<file path="src/rtl/ival_pkg.sv">
package ival_pkg;

    localparam int CNT_W        = 32;
    localparam int ADDR_W       = 4;
    localparam int DIV_MID_LOG2 = 4;
    localparam int DIV_HI_LOG2  = 8;

    localparam int CTRL_EN_BIT   = 7;
    localparam int CTRL_MODE_BIT = 6;
    localparam int CTRL_PS_LSB   = 2;

    typedef enum logic [1:0] {
        PS_DIV1   = 2'b00,
        PS_DIV16  = 2'b01,
        PS_DIV256 = 2'b10,
        PS_RSVD   = 2'b11
    } ps_sel_e;

    typedef enum logic [1:0] {
        SEL_LOAD  = 2'd0,
        SEL_VALUE = 2'd1,
        SEL_CTRL  = 2'd2,
        SEL_CLEAR = 2'd3
    } reg_sel_e;

    typedef struct packed {
        logic    en;
        logic    periodic;
        ps_sel_e ps;
    } ctrl_t;

    function automatic ctrl_t ctrl_unpack(input logic [CNT_W-1:0] w);
        ctrl_t c;
        c.en       = w[CTRL_EN_BIT];
        c.periodic = w[CTRL_MODE_BIT];
        c.ps       = ps_sel_e'(w[CTRL_PS_LSB +: 2]);
        return c;
    endfunction

    function automatic logic [CNT_W-1:0] ctrl_pack(input ctrl_t c);
        logic [CNT_W-1:0] w;
        w                     = '0;
        w[CTRL_EN_BIT]        = c.en;
        w[CTRL_MODE_BIT]      = c.periodic;
        w[CTRL_PS_LSB +: 2]   = c.ps;
        return w;
    endfunction

endpackage

</file>
<file path="src/rtl/ival_regs.sv">
module ival_regs
    import ival_pkg::*;
#(
    parameter int W  = CNT_W,
    parameter int AW = ADDR_W
) (
    input  logic          clk,
    input  logic          rst,
    input  logic [AW-1:0] addr,
    input  logic          wr_en,
    input  logic [W-1:0]  wdata,
    input  logic [W-1:0]  cnt_q,
    output logic [W-1:0]  load_q,
    output ctrl_t         ctrl_q,
    output logic          load_wr,
    output logic          clr_wr,
    output logic          en_rise,
    output logic [W-1:0]  rdata
);

    reg_sel_e sel;
    logic     aligned;
    logic     hit;
    logic     ctrl_wr;

    assign sel     = reg_sel_e'(addr[3:2]);
    assign aligned = (addr[1:0] == 2'b00);
    assign hit     = wr_en && aligned;
    assign load_wr = hit && (sel == SEL_LOAD);
    assign ctrl_wr = hit && (sel == SEL_CTRL);
    assign clr_wr  = hit && (sel == SEL_CLEAR);
    assign en_rise = ctrl_wr && wdata[CTRL_EN_BIT] && !ctrl_q.en;

    always_ff @(posedge clk) begin
        if (rst) begin
            load_q <= '0;
            ctrl_q <= '0;
        end else begin
            if (load_wr) load_q <= wdata;
            if (ctrl_wr) ctrl_q <= ctrl_unpack(wdata);
        end
    end

    always_comb begin
        rdata = '0;
        if (aligned) begin
            case (sel)
                SEL_LOAD:  rdata = load_q;
                SEL_VALUE: rdata = cnt_q;
                SEL_CTRL:  rdata = ctrl_pack(ctrl_q);
                default:   rdata = '0;
            endcase
        end
    end

endmodule

</file>
<file path="src/rtl/ival_prescaler.sv">
module ival_prescaler
    import ival_pkg::*;
#(
    parameter int MID_LOG2 = DIV_MID_LOG2,
    parameter int HI_LOG2  = DIV_HI_LOG2
) (
    input  logic    clk,
    input  logic    rst,
    input  logic    en,
    input  logic    restart,
    input  ps_sel_e ps,
    output logic    tick
);

    localparam int PW = HI_LOG2;
    localparam logic [PW-1:0] LIM_MID = PW'((1 << MID_LOG2) - 1);
    localparam logic [PW-1:0] LIM_HI  = '1;

    logic [PW-1:0] pcnt;
    logic [PW-1:0] limit;

    always_comb begin
        case (ps)
            PS_DIV1:  limit = '0;
            PS_DIV16: limit = LIM_MID;
            default:  limit = LIM_HI;
        endcase
    end

    // >= keeps a phase left over from a longer divider from overshooting
    assign tick = en && !restart && (pcnt >= limit);

    always_ff @(posedge clk) begin
        if (rst || restart) begin
            pcnt <= '0;
        end else if (en) begin
            pcnt <= tick ? '0 : pcnt + 1'b1;
        end
    end

endmodule

</file>
<file path="src/rtl/ival_counter.sv">
module ival_counter
    import ival_pkg::*;
#(
    parameter int W = CNT_W
) (
    input  logic         clk,
    input  logic         rst,
    input  logic         tick,
    input  logic         periodic,
    input  logic         load_wr,
    input  logic [W-1:0] wr_val,
    input  logic [W-1:0] reload_val,
    input  logic         clr_wr,
    output logic [W-1:0] cnt_q,
    output logic         irq
);

    logic zero_hit;
    logic [W-1:0] step_val;

    assign zero_hit = tick && (cnt_q == '0);
    assign step_val = (zero_hit && periodic) ? reload_val : cnt_q - 1'b1;

    always_ff @(posedge clk) begin
        if (rst) begin
            cnt_q <= '0;
            irq   <= 1'b0;
        end else begin
            if (load_wr)   cnt_q <= wr_val;
            else if (tick) cnt_q <= step_val;

            if (zero_hit)    irq <= 1'b1;
            else if (clr_wr) irq <= 1'b0;
        end
    end

endmodule

</file>
<file path="src/rtl/ival_timer.sv">
module ival_timer
    import ival_pkg::*;
#(
    parameter int W        = CNT_W,
    parameter int AW       = ADDR_W,
    parameter int MID_LOG2 = DIV_MID_LOG2,
    parameter int HI_LOG2  = DIV_HI_LOG2
) (
    input  logic          clk,
    input  logic          rst,
    input  logic [AW-1:0] addr,
    input  logic          wr_en,
    input  logic [W-1:0]  wdata,
    output logic [W-1:0]  rdata,
    output logic          irq
);

    logic [W-1:0] cnt_q;
    logic [W-1:0] load_q;
    ctrl_t        ctrl_q;
    logic         load_wr;
    logic         clr_wr;
    logic         en_rise;
    logic         tick;
    logic         en_q;
    logic         periodic_q;

    assign en_q       = ctrl_q.en;
    assign periodic_q = ctrl_q.periodic;

    ival_regs #(.W(W), .AW(AW)) u_regs (
        .clk     (clk),
        .rst     (rst),
        .addr    (addr),
        .wr_en   (wr_en),
        .wdata   (wdata),
        .cnt_q   (cnt_q),
        .load_q  (load_q),
        .ctrl_q  (ctrl_q),
        .load_wr (load_wr),
        .clr_wr  (clr_wr),
        .en_rise (en_rise),
        .rdata   (rdata)
    );

    ival_prescaler #(.MID_LOG2(MID_LOG2), .HI_LOG2(HI_LOG2)) u_ps (
        .clk     (clk),
        .rst     (rst),
        .en      (en_q),
        .restart (load_wr || en_rise),
        .ps      (ctrl_q.ps),
        .tick    (tick)
    );

    ival_counter #(.W(W)) u_cnt (
        .clk        (clk),
        .rst        (rst),
        .tick       (tick),
        .periodic   (periodic_q),
        .load_wr    (load_wr),
        .wr_val     (wdata),
        .reload_val (load_q),
        .clr_wr     (clr_wr),
        .cnt_q      (cnt_q),
        .irq        (irq)
    );

endmodule

</file>
<file path="config.mk">
export PLATFORM = sky130hd
export DESIGN_NAME = ival_timer
export DESIGN_NICKNAME = d
export VERILOG_FILES = /design/src/rtl/ival_pkg.sv /design/src/rtl/ival_regs.sv /design/src/rtl/ival_prescaler.sv /design/src/rtl/ival_counter.sv /design/src/rtl/ival_timer.sv
export SDC_FILE = /design/constraint.sdc
export NUM_CORES = 1
export LEC_CHECK = 0
export BUFFER_PORTS_ARGS = -buffer_cell sky130_fd_sc_hd__buf_2
export CORE_AREA = 2 2 101 103
export CTS_CLUSTER_SIZE = 20
export DETAILED_ROUTE_END_ITERATION = 10
export DIE_AREA = 0 0 103 105
export GPL_ROUTABILITY_DRIVEN = 0
export PLACE_DENSITY_LB_ADDON = 0.12
export RECOVER_POWER = 50
export SKIP_CTS_REPAIR_TIMING = 1
export SKIP_LAST_GASP = 1
export SYNTH_ARGS = -nofsm -noshare
export SYNTH_HDL_FRONTEND = slang
export SYNTH_HIERARCHICAL = 1
export SYNTH_SLANG_ARGS = --single-unit
</file>
<file path="constraint.sdc">
create_clock -name clk -period 9.57 [get_ports clk]
set_input_delay 2.3925 -clock clk [delete_from_list [all_inputs] [get_ports clk]]
set_output_delay 2.3925 -clock clk [all_outputs]
set_load 0.01 [all_outputs]
</file>
# == After elaboration in Yosys (flattened, before gate mapping) ==
# Index checks and enable logic that the tools add are counted.
# W data, S select, Z words.
# word_totals
inputBits,39
elab_cells,43
regBits,77
# op_classes
n_mux,9
n_reduce_logical,20
n_eq_ne,4
n_lt_le_gt_ge,1
addsub,2
# ops
operator,count
$mux W32,4
$pmux W32 S3,1
$logic_not A32 Y1,1
$sub A32 B1 Y32 const B,1
$pmux W8 S2,1
$logic_and A1 B1 Y1,10
$add A8 B1 Y8 const B,1
$ge A8 B8 Y1,1
$mux W8,1
$logic_not A2 Y1,3
$eq A2 B1 Y1 const B,2
$eq A2 B2 Y1 const B,2
$reduce_bool A2 Y1,2
$logic_not A1 Y1,2
$logic_or A1 B1 Y1,2
$mux W1,2

# == Logic depth before layout (Yosys ltp) ==
# depth
depth_word,14
mapped_depth,15
depth_no_buf,11

# == Hierarchy ==
# The synthesis kept the hierarchy.
# by_module_without_submodules
mod,n_inst,cells_each,area_per_inst_um2
ival_counter,1,310,2403.6
ival_regs,1,234,2182.1
ival_prescaler,1,68,606.8
ival_timer,1,1,6.3

# == Worst setup path before layout ==
# OpenSTA, ideal clock, no wires.
# synth_timing
kind,input to output
start,in addr[3]
end,out rdata[15]
t_arrival_ps,3231
required_ps,7178
slack_ps,3946
path_buffers,2
stages,4
path_cell_list,or3_1 buf_4 buf_6 nor2_1
# synth_via
elab_chain_len,3
word_cells_on_any_way,5
cone_classes,2 x eq/ne; 2 x mux; 1 x reduce/logical
# synth_rtl
item,line_no,rtl
"start, declared",ival_timer.sv:11,"input logic [AW-1:0] addr,"
$eq A2 B2 Y1 (tied with other cells),ival_regs.sv:47,case (sel)
$pmux W32 S3 (*),ival_regs.sv:47,
$mux W32 (*),ival_regs.sv:46,if (aligned) begin
"end, declared",ival_timer.sv:14,"output logic [W-1:0] rdata,"
# Every way passes the cells marked *; elsewhere a longest branch is shown, timed or not.

# == Final worst setup path ==
# layout_timing
start,in addr[2]
end,reg u_cnt.cnt_q[26]
# layout_via
elab_chain_len,13
word_cells_on_any_way,16
cone_classes,1 x eq/ne; 3 x mux; 12 x reduce/logical
# layout_rtl
item,line_no,rtl
$eq A2 B2 Y1 (*),ival_regs.sv:30,assign ctrl_wr = hit && (sel == SEL_CTRL);
$logic_and A1 B1 Y1 (*),ival_regs.sv:30,
$logic_and A1 B1 Y1 (*) (2 in a row),ival_regs.sv:32,assign en_rise = ctrl_wr && wdata[CTRL_EN_BIT] && !ctrl_q.en;
via en_rise,ival_timer.sv:23,logic en_rise;
$logic_or A1 B1 Y1 (*),ival_timer.sv:50,".restart (load_wr || en_rise),"
$logic_not A1 Y1 (*),ival_prescaler.sv:31,assign tick = en && !restart && (pcnt >= limit);
$logic_and A1 B1 Y1 (*) (2 in a row),ival_prescaler.sv:31,
via tick,ival_timer.sv:24,logic tick;
$logic_and A1 B1 Y1,ival_counter.sv:21,assign zero_hit = tick && (cnt_q == '0);
$logic_and A1 B1 Y1,ival_counter.sv:22,assign step_val = (zero_hit && periodic) ? reload_val : cnt_q - 1'b1;
$mux W32,ival_counter.sv:22,
$mux W32,ival_counter.sv:30,else if (tick) cnt_q <= step_val;
$mux W32,ival_counter.sv:29,if (load_wr) cnt_q <= wr_val;
"end signal, assigned",ival_counter.sv:29,
"end signal, assigned",ival_counter.sv:30,
"end, declared",ival_counter.sv:14,"output logic [W-1:0] cnt_q,"
# Mark *: on every way through the listed nets, which the timed path passes. The rest lies on a longest branch. The select of a mux whose other input is x is not followed.
# A chain may end at the register's enable or synchronous reset.

==> reports/metrics.cfg <==
[floorplan]
initial_utilization_pct=53.9
die_w_um=103
ios=72
core_area_um2=9640
die_y_um=105
rows=36
die_area_um2=10800

[clock_tree]
clk_pin_slew_worst_paths_ns=0.08
clk_path_buf_depth=2
clock_latency_ns=0.36
tritoncts=yes
cts_sinks=77
cts_made_buffers=9
cts_root_buffer=clkbuf_8
h-tree-depth=3

[logic_synthesis]
ys_ff_latch=77
yosysWarnings=6
synth_xor_area_share_pct=3.87
yosysMostFrequentCell=dfxtp_1
synth_nets=659
synth_top_cell_by_area=dfxtp_1
syn_inst=613
synth_area_um2=5200
avgSynthCellArea_um2=8.48
synth.area.top_cells=dfxtp_1, mux2i_1, nand2b_1
synthDistinctLibCells=65
ys.flop_type=dfxtp_1
muxShareOfSynthArea_pct=13.5
yosys.area_share.simple_pct=30.6
synth_top_area_share_pct=29.7
synth_commonest_cells=dfxtp_1, nand2b_1, mux2i_1, nor2_1, a21oi_1
synth-compound-area-share_pct=15.4
async_flop_share_pct=0
yosys.area_share.adder_pct=1.68
synth_edf_count=0
synth_top_family_by_area=simple AND/OR/NAND/NOR gates
synth.yosys.seq_area_share_pct=29.7

[timing]
clock_skew_ns=0.0108
final.period_utilization_pct=79.7
tns_ns=0
max_freq_mhz=131
slew_headroom_pct=-74.0
worst_pin_slew_ns=2.61
hold_viol=0
drv_slew=36
whs_ns=0.468
report.final.setup_viol=0
fin_ws_ns=1.94
rsz0062_at_grt=no
finalCriticalPeriod_ns=7.63

[global_routing]
grt_antenna_before_repair=0
grt_overflow=0
grt_pass1_wl_mm=21.1
grt_pass1_vias=4293
grt_max_degree=106
grt_use_total_pct=24.1

[routing]
vias_per_cell=5.85
wl_per_cell_um=16.3
vias=4620
final_antenna_net_count=0
routed_wl_mm=12.8
drt_iter0_markers=303
drc=0
first_pass_iters=4

[power_and_ir_drop]
power.leakage_uw=0.00217
p_per_area_nw_per_um2=128
irDropWorstVdd_v=0.0000716

[worst_setup_path]
path_max_fanout=35
cp.arrival_ns=7.84
setup.worst_path.start_class=primary input
reg2reg_from=u_regs/ctrl_q[1]
crit_path_end_kind=flip-flop
crit_type=in2reg
reg2regPathDepth=13
r2r_slack_ns=5.06
cp.required_ns=9.78
setup.worst_path.end=u_cnt/cnt_q[26]
critPathLaunch=addr[2]
r2r-end=u_cnt/cnt_q[26]

[final_layout]
drive_gt1_share_pct=15.4
post-route-cell-area_um2=5670
fin_nets=699
multi_input_area_um2=3370
insertedDiodeCount=0
nFillCells=963
regArea_um2=1540
areaGrowthSynthToFinish_pct=8.98

[status]
run_status=finished with violations
violations=capacitance limit, slew limit

[placement]
io_buffers=71
dpl_cell_area_um2=5510
dp_hpwl_mm=8.57
pre_cts_slack_ns=2.85

[run]
cap_violations=1

[hold_path]
worst_hold_path_type=reg2reg

## worst min path at each step
stage | startpoint | end | slack, ns | cells past startpoint
2_1_floorplan | u_regs/load_q[0] | u_regs/load_q[0] | 0.46 | 2
3_3_place_gp | u_cnt/irq | u_cnt/irq | 0.46 | 2
3_5_place_dp | u_cnt/irq | u_cnt/irq | 0.46 | 2
4_1_cts | u_cnt/irq | u_cnt/irq | 0.47 | 2
5_1_grt | u_cnt/irq | u_cnt/irq | 0.50 | 2
6_report | u_cnt/irq | u_cnt/irq | 0.47 | 2
## sequential cells by signal (all words and copies together), names as in the netlist
name and count:
u_regs/ctrl_q 4, u_cnt/cnt_q 32, u_regs/load_q 32, u_cnt/irq 1, u_ps/pcnt 8
## final cells by class
cell class	instances	share of cell area (%)
repair buffers	75	6.60
multi-input cells	485	59.5
clock inverters	1	0.530
inverters	5	0.331
well taps	133	2.94
flip-flops and latches	77	27.2
clock buffers	14	2.87
## kinds of logic (layout without fill, tap and decap cells)
| kind of cell | Yosys count | in the layout |
|---|---|---|
| simple gates | 268 | 268 |
| buf+inv | 51 | 95 |
| compound gates | 117 | 117 |
| xor+xnor | 23 | 23 |
| mux | 70 | 70 |
| flops | 77 | 77 |
| fa+ha+maj | 7 | 7 |
## through the flow
step	instances	total power, uW	util (%)
detailed placement	775	479	57.1
floorplan	613	448	-
global route	790	760	58.8
CTS	790	730	59.1
global placement	775	478	57.1
finish	790	725	58.8
## critical path: stages
cell and delay, ns:
clkbuf_1 1.82, and2b_1 0.39, nand3_1 0.25, nor3b_1 0.09, or2_0 0.27, nor3b_1 0.20, buf_4 0.42, nand2b_1 0.13
nor4_1 0.30, nand4b_1 0.78, buf_4 0.49, o31ai_1 0.21, nor4_1 0.07
## metal layers
layer	part of all wire (%)	GRT usage, %	wire length (um)	vias up
met3	4.1	3.88	521	15
met1	47	33.0	5980	2192
met5	0	0	0	-
met4	1.3	7.42	169	0
li1	-	-	-	2309
met2	48	38.5	6170	104
## power breakdown
group / total (uW) / switching [uW] / internal [uW]
combinational: 140 / 78.1 / 62.4
sequential: 333 / 7.47 / 326
clock: 251 / 117 / 134
## layout by cell type, fill, tap and decap left out, types with 5 or more instances in the layout
master     n
nand4_1    5
nand2_1   13
nor2_2     7
dfxtp_1   77
xnor2_1   18
o21ai_1   15
or3_1      7
nor3_1    26
a21oi_1   38
nor3b_1   29
xor2_1     5
nand3_1    8
nor2b_1    5
mux2i_1   70
ha_1       7
o22ai_1   12
clkbuf_1  12
buf_2     62
o32ai_1    5
clkbuf_8  11
o31ai_1    7
nor2_1    50
nand2b_1  76
nor4_1    16
(Power assumes the default switching activity.)
